File: config.mk
export PLATFORM = sky130hd
export DESIGN_NAME = pix_tot_digitizer
export DESIGN_NICKNAME = d
export VERILOG_FILES = /design/src/rtl/pixfe_pkg.sv /design/src/rtl/pixfe_sync.sv /design/src/rtl/pixfe_bxcnt.sv /design/src/rtl/pixfe_meas.sv /design/src/rtl/pixfe_outreg.sv /design/src/rtl/pix_tot_digitizer.sv
export SDC_FILE = /design/constraint.sdc
export NUM_CORES = 1
export LEC_CHECK = 0
export ABC_AREA = 1
export CAP_MARGIN = 10
export CORE_MARGIN = 8
export CORE_UTILIZATION = 60
export DETAILED_ROUTE_END_ITERATION = 8
export DONT_BUFFER_PORTS = 1
export HOLD_SLACK_MARGIN = 0.05
export PLACE_DENSITY = 0.76
export SYNTH_ARGS = -nofsm -noshare
export SYNTH_HDL_FRONTEND = slang
export SYNTH_SLANG_ARGS = --single-unit
export TNS_END_PERCENT = 30
File: constraint.sdc
create_clock -name clk -period 1.5 [get_ports clk]
set_input_delay 0.3 -clock clk [delete_from_list [all_inputs] [get_ports clk]]
set_output_delay 0.3 -clock clk [all_outputs]
set_load 0.005 [all_outputs]
File: src/rtl/pixfe_pkg.sv
package pixfe_pkg;

    localparam int TOA_W = 12;
    localparam int TOT_W = 4;

    typedef struct packed {
        logic [TOA_W-1:0] toa;
        logic [TOT_W-1:0] tot;
    } hit_rec_t;

    typedef enum logic [1:0] {
        ST_IDLE     = 2'd0,
        ST_MEAS     = 2'd1,
        ST_WAIT_LOW = 2'd2
    } meas_state_t;

    function automatic logic [TOT_W-1:0] tot_limit();
        return {TOT_W{1'b1}};
    endfunction

endpackage

File: src/rtl/pixfe_sync.sv
module pixfe_sync #(
    parameter int STAGES = 2
) (
    input  logic clk,
    input  logic rst,
    input  logic din,
    output logic level,
    output logic rise,
    output logic fall
);
    logic [STAGES-1:0] chain;
    logic              prev;

    always_ff @(posedge clk) begin
        if (rst) begin
            chain <= '0;
            prev  <= 1'b0;
        end else begin
            chain <= {chain[STAGES-2:0], din};
            prev  <= chain[STAGES-1];
        end
    end

    assign level = chain[STAGES-1];
    assign rise  = level & ~prev;
    assign fall  = ~level & prev;
endmodule

File: src/rtl/pixfe_bxcnt.sv
module pixfe_bxcnt #(
    parameter int W = 12
) (
    input  logic         clk,
    input  logic         rst,
    output logic [W-1:0] bx
);
    always_ff @(posedge clk) begin
        if (rst) bx <= '0;
        else     bx <= bx + 1'b1;
    end
endmodule

File: src/rtl/pixfe_meas.sv
module pixfe_meas
    import pixfe_pkg::*;
(
    input  logic             clk,
    input  logic             rst,
    input  logic             rise,
    input  logic             fall,
    input  logic             level,
    input  logic             out_free,
    input  logic [TOA_W-1:0] bx,
    output logic             done,
    output logic             lost_evt,
    output hit_rec_t         rec
);
    meas_state_t      st;
    logic [TOA_W-1:0] toa_q;
    logic [TOT_W-1:0] cnt;
    logic             at_cap;

    assign at_cap   = (cnt == tot_limit());
    assign done     = (st == ST_MEAS) && (fall || at_cap);
    assign lost_evt = (st == ST_IDLE) && rise && !out_free;
    assign rec      = '{toa: toa_q, tot: cnt};

    always_ff @(posedge clk) begin
        if (rst) begin
            st    <= ST_IDLE;
            toa_q <= '0;
            cnt   <= '0;
        end else begin
            unique case (st)
                ST_IDLE: begin
                    if (rise && out_free) begin
                        st    <= ST_MEAS;
                        toa_q <= bx;
                        cnt   <= TOT_W'(1);
                    end
                end
                ST_MEAS: begin
                    if (fall)        st  <= ST_IDLE;
                    else if (at_cap) st  <= ST_WAIT_LOW;
                    else             cnt <= cnt + 1'b1;
                end
                ST_WAIT_LOW: begin
                    if (!level) st <= ST_IDLE;
                end
                default: st <= ST_IDLE;
            endcase
        end
    end
endmodule

File: src/rtl/pixfe_outreg.sv
module pixfe_outreg
    import pixfe_pkg::*;
(
    input  logic     clk,
    input  logic     rst,
    input  logic     load,
    input  hit_rec_t rec_in,
    input  logic     ready,
    output logic     valid,
    output logic     free,
    output hit_rec_t rec_out
);
    assign free = !valid || ready;

    always_ff @(posedge clk) begin
        if (rst) begin
            valid   <= 1'b0;
            rec_out <= '0;
        end else if (load) begin
            valid   <= 1'b1;
            rec_out <= rec_in;
        end else if (ready) begin
            valid   <= 1'b0;
        end
    end
endmodule

File: src/rtl/pix_tot_digitizer.sv
module pix_tot_digitizer
    import pixfe_pkg::*;
#(
    parameter int SYNC_STAGES = 2,
    parameter int LOST_W      = 8
) (
    input  logic              clk,
    input  logic              rst,
    input  logic              disc_in,
    input  logic              hit_ready,
    output logic              hit_valid,
    output logic [TOA_W-1:0]  hit_toa,
    output logic [TOT_W-1:0]  hit_tot,
    output logic [LOST_W-1:0] lost_hits
);
    localparam logic [LOST_W-1:0] LOST_MAX = {LOST_W{1'b1}};

    logic             lvl, rise, fall;
    logic [TOA_W-1:0] bx_now;
    logic             meas_done, lost_evt, out_free;
    hit_rec_t         meas_rec, held_rec;

    pixfe_sync #(.STAGES(SYNC_STAGES)) u_sync (
        .clk(clk), .rst(rst), .din(disc_in),
        .level(lvl), .rise(rise), .fall(fall)
    );

    pixfe_bxcnt #(.W(TOA_W)) u_bx (
        .clk(clk), .rst(rst), .bx(bx_now)
    );

    pixfe_meas u_meas (
        .clk(clk), .rst(rst), .rise(rise), .fall(fall), .level(lvl),
        .out_free(out_free), .bx(bx_now),
        .done(meas_done), .lost_evt(lost_evt), .rec(meas_rec)
    );

    pixfe_outreg u_out (
        .clk(clk), .rst(rst), .load(meas_done), .rec_in(meas_rec),
        .ready(hit_ready), .valid(hit_valid), .free(out_free),
        .rec_out(held_rec)
    );

    always_ff @(posedge clk) begin
        if (rst)                                 lost_hits <= '0;
        else if (lost_evt && lost_hits != LOST_MAX) lost_hits <= lost_hits + 1'b1;
    end

    assign hit_toa = held_rec.toa;
    assign hit_tot = held_rec.tot;
endmodule

# --- Word-level counts from Yosys, hierarchy flattened ---
# Index checks and enable logic that the tools add are counted.
word_totals:
  ramBits: 0
  rom_bits: 0
  out_inout_bits: 25
  mem_count: 0
  latchBits: 0
  reg_bits: 58
  elab_cells: 52
  in_bits: 4
classes:
  n_div: 0
  order_cmp: 0
  n_eq_ne: 9
  n_reduce_logical: 15
  n_shift: 0
  muxes: 11
  addsub: 3
  bitwise_logic: 4
  n_mul: 0
ops:
  columns: ["cell", "count"]
  rows:
  - ["12-bit by 1-bit adder with 12-bit output, second input constant", 1]
  - ["4-bit two-way mux", 3]
  - ["8-bit by 1-bit adder with 8-bit output, second input constant", 1]
  - ["2-bit two-way mux", 4]
  - ["2-bit inequality test, second input constant", 4]
  - ["8-bit inequality test, second input constant", 1]
  - ["4-bit one-hot mux with 2 select lines", 1]
  - ["2-bit one-hot mux with 3 select lines", 1]
  - ["1-bit logical AND", 5]
  - ["4-bit by 1-bit adder with 4-bit output, second input constant", 1]
  - ["4-bit == test, second input constant", 1]
  - ["4-bit AND reduction", 1]
  - ["2-bit nonzero test", 2]
  - ["3-bit by 1-bit inequality test with 1-bit output, second input constant", 1]
  - ["3-bit AND reduction", 1]
  - ["1-bit AND", 2]
  - ["2-bit by 1-bit == test with 1-bit output, second input constant", 1]
  - ["2-bit == test, second input constant", 1]
  - ["1-bit zero test", 2]
  - ["2-bit zero test", 1]
  - ["1-bit logical OR", 2]
  - ["1-bit two-way mux", 2]
  - ["1-bit inverter", 2]
  - ["2-bit AND reduction", 1]

# --- Longest topological paths before layout ---
logic_depth:
  depth_word: 5
  ltp_mapped: 8
  mapped_depth_nobuf: 8

# --- Modules after synthesis ---
# A second synthesis with hierarchy kept.
hier_totals:
  cells_unflattened: 344
  area_unflattened_um2: 2518.7
by_module_without_submodules:
  columns: ["mod", "area_each_um2", "seq_area_each_um2", "n_inst", "cells_each"]
  rows:
  - ["pixfe_meas", 825.8, 360.3, 1, 109]
  - ["pixfe_outreg", 588.1, 340.3, 1, 73]
  - ["pixfe_bxcnt", 526.8, 240.2, 1, 73]
  - ["pix_tot_digitizer", 484.2, 160.2, 1, 77]
  - ["pixfe_sync", 93.8, 60.1, 1, 12]

# --- Worst setup path before layout ---
# Ideal clock, no wire load.
synth_path:
  kind: "reg2reg"
  startpoint: "register u_meas.cnt[1]"
  endpoint: "register u_out.rec_out[10] (netlist name)"
  required_ns: 1.382
  stages_incl_launch_ff: 6
  synth_period_minus_slack_ns: 1.253
  arrival_time_ns: 1.135
  n_path_buf: 1
  setup_time_ns: 0.118
  path_slack_ns: 0.247
  cell_sequence: "dfxtp_1 > ha_1 > nand3_2 > a21oi_4 > buf_4 > a21oi_2"
synth_between:
  elab_chain_cells: 3
synth_rtl:
  columns: ["element", "line_no", "rtl"]
  rows:
  - ["from (decl)", "pixfe_meas.sv:17", "logic [TOT_W-1:0] cnt;"]
  - ["from (signal assigned)", "pixfe_meas.sv:42", "else cnt <= cnt + 1'b1;"]
  - ["4-bit == test", "pixfe_meas.sv:20", "assign at_cap = (cnt == tot_limit());"]
  - ["1-bit logical OR", "pixfe_meas.sv:21", "assign done = (st == ST_MEAS) && (fall || at_cap);"]
  - ["1-bit logical AND", "pixfe_meas.sv:21", null]
  - ["to (signal assigned)", "pixfe_outreg.sv:21", "rec_out <= rec_in;"]
  - ["to (decl)", "pixfe_outreg.sv:11", "output hit_rec_t rec_out"]
# Every way passes these cells.
# A chain may end at the register's enable or synchronous reset.

# --- Worst setup path after layout ---
layout_path:
  startpoint: "register u_meas.cnt[0]"
  endpoint: "register u_out.rec_out[7] (netlist name)"
# Same word-level chain as after synthesis.

==> impl_results.md <==
- Outcome: finished clean
- Die Span Y: 80.1 µm
- Area share of the largest cell type after synthesis: 0.471
- First-pass GRT wire length: 8.05 mm
- Fin util: 0.721
- Routed len/inst: between 10 and 15 µm
- N_diodes: 0
- Area delta synth->final: 16.2%
- Crit-path max FO: 7
- Routed wire length: 4.90 mm
- Number of flops mapped to enable cells by yosys: 0
- I/O Pins: 29
- CTS Root Cell: clkbuf_8
- Initial antenna violation count: 0
- Routed vias: 1998
- Port-buffer cells: 0
- Reg2Reg Depth: 6
- Setup CP Type: flip-flop to flip-flop
- Clock latency on the worst-skew pair: about 0.33 ns
- Top post-synthesis cells by area: dfxtp_1 47%, nand2_1 7.5%, inv_1 6.5%
- Starting DRC count in detailed routing: approximately 100
- Max-slew violation count: 0
- Min Hold Slack: 0.0804 ns
- Overall Global Routing Usage: 0.158
- Number of buffers created by CTS: 9
- Arrival time worst endpoint: around 1.7 ns
- CTS clk-pin slew, worst paths: about 0.070 ns
- Vias in the first global route: about 1800
- Slew of the pin with the lowest slew margin: between 0.6 and 0.7 ns
- WP data required: approximately 1.8 ns
- Predominant post-synthesis flop cell: dfxtp_1
- Placeable Area: slightly below 4000 µm²
- Most common cell in the synthesized netlist: dfxtp_1
- Starting Density: 0.621
- Slew margin rel.: 0.543
- Avg Vias per Cell: 5.22
- Width of the die: between 80 and 90 µm
- Total power divided by cell area: roughly 1200 nW/µm²
- Peak VDD IR: 0.636 mV
- Cells after Synth: between 300 and 400
- Residual DRC: 0
- Nets@finish: approximately 340
- Minimum clock period: between 1 and 1.5 ns
- ANT nets after route: 0
- Post-synth ARST share: 0
- Hold Path Stages: 2
- Fin crit share: 0.979
- Placer congestion estimate: 0.850
- Synth cell types: 28
- Peak Freq: between 600 and 700 MHz
- Overall Power: 3.53 mW
- Final setup margin: between 0.03 and 0.04 ns
- Setup-failing EPs final: 0
- Worst Hold Class: input port to flip-flop
- Largest net degree at the start of global routing: 40
- Die Area: 6420 µm²
- Setup Skew: about 0.0071 ns
- Post-DP HPWL: ~3.1 mm
- Synth Area per Inst: about 7.7 µm²
- Drt pass-1 iters: 6
- Seq cells post-synth: 58
- Largest area contributor in the netlist: dfxtp_1
- H-tree Lvls: 3
- Share of layout cells above drive strength 1: 0.171
- Post-synthesis sequential area ratio: 0.471
- Max Root-Sink Buffers: 2
- Global route overflow: 0
- CTS tree: yes
- Clock Sinks: just under 60
- Worst Setup Start Kind: flip-flop
- Static Leak: ~1.1 nW
- Final hold vios: 0
- Setup WS pre-CTS: roughly 0.075 ns
- Worst Setup End Kind: flip-flop
- Row count: 23
- Max-cap violations: 0
- Post-Syn Nets: around 330
- Post-synthesis cell area: 2460 µm²
- Synth top cells by count: 58 x dfxtp_1, 49 x nand2_1, 43 x inv_1
- Synth warn: 0
-- state kept, by name (all words and copies together), names as in the netlist --
name / count
u_out.rec_out: 16
u_bx.bx: 12
u_meas.toa_q: 12
lost_hits: 8
u_meas.cnt: 4
u_meas.st: 2
u_sync.chain: 2
u_out.valid: 1
u_sync.prev: 1
-- placed cells by master (no fill, tap or decap), types with 3 or more instances in the layout --
cell type,n
clkbuf_8,11
nand4_1,3
nor3_1,4
nand2_1,49
nand3_1,16
a21oi_2,14
a21oi_1,29
inv_1,42
nor2_1,35
o21ai_2,3
o21ai_0,20
buf_4,5
dfxtp_1,56
o21ai_1,16
nor2_2,3
bufinv_16,3
-- power breakdown --
part / leakage [nW] / total, mW / switching (mW) / internal (mW)
registers: 0.471 / 1.60 / 0.0205 / 1.58
clock network: 0.129 / 1.80 / 0.611 / 1.19
logic: 0.480 / 0.138 / 0.0902 / 0.0474
-- layer usage --
layer	vias up	GRT usage	part of all wire
li1	1045	-	-
met1	904	0.191	0.46
met2	45	0.228	0.46
met3	4	0.0781	0.070
met4	0	0.0727	0.012
met5	-	0	0
-- cell type report --
cell class,instances,area [µm²]
sequential,58,1170
fill,292,1110
multi-input combinational,205,1080
inverter,44,165
clock buffer,11,151
timing repair buffer,10,138
clock inverter,5,100
tap,50,62.6
-- kinds of logic (layout without fill, tap and decap cells) --
group,count (synthesis),in the layout,synth area share
AND/OR/NAND/NOR,117,117,0.211
buffers and inverters,56,70,0.0964
flip-flops,58,58,0.471
adder cells (fa/ha/maj),3,3,0.0152
AO/OA/AOI/OAI,83,83,0.199
XOR/XNOR,2,2,0.00711
-- critical path, cell delays in order (launching register included) --
cell,delay (ns)
dfxtp_4,0.37
ha_4,0.15
nand3_2,0.12
a21oi_4,0.35
clkbuf_16,0.22
o21ai_1,0.07
a21oi_2,0.11
-- through the flow --
stage	setup TNS, ns	area (µm²)	instances
CTS	0	2790	380
detailed placement	0	2520	363
global route	-0.0389	2860	383
global placement	0	2520	363
finish	0	2860	383
floorplan	0	2460	319
-- worst paths after layout --
| check | start | to | slack, ns |
|---|---|---|---|
| setup / recovery | u_meas.cnt[0] | u_out.rec_out[7] | 0.03 |
| setup reg to reg | u_meas.cnt[0] | u_out.rec_out[7] | 0.03 |
| hold / removal | disc_in | u_sync.chain[0] | 0.08 |
| hold reg to reg | u_sync.chain[0] | u_sync.chain[1] | 0.41 |
-- repair_timing --
item | 4_1_cts | 5_1_grt
hold buffers | 1 | 0
buffers inserted | 0 | 1
endpoints found under the hold margin | 17 | 0
resized for setup | 0 | 7
setup endpoints to repair | 0 | 13
Note: power is estimated with default switching activity, not from simulation.
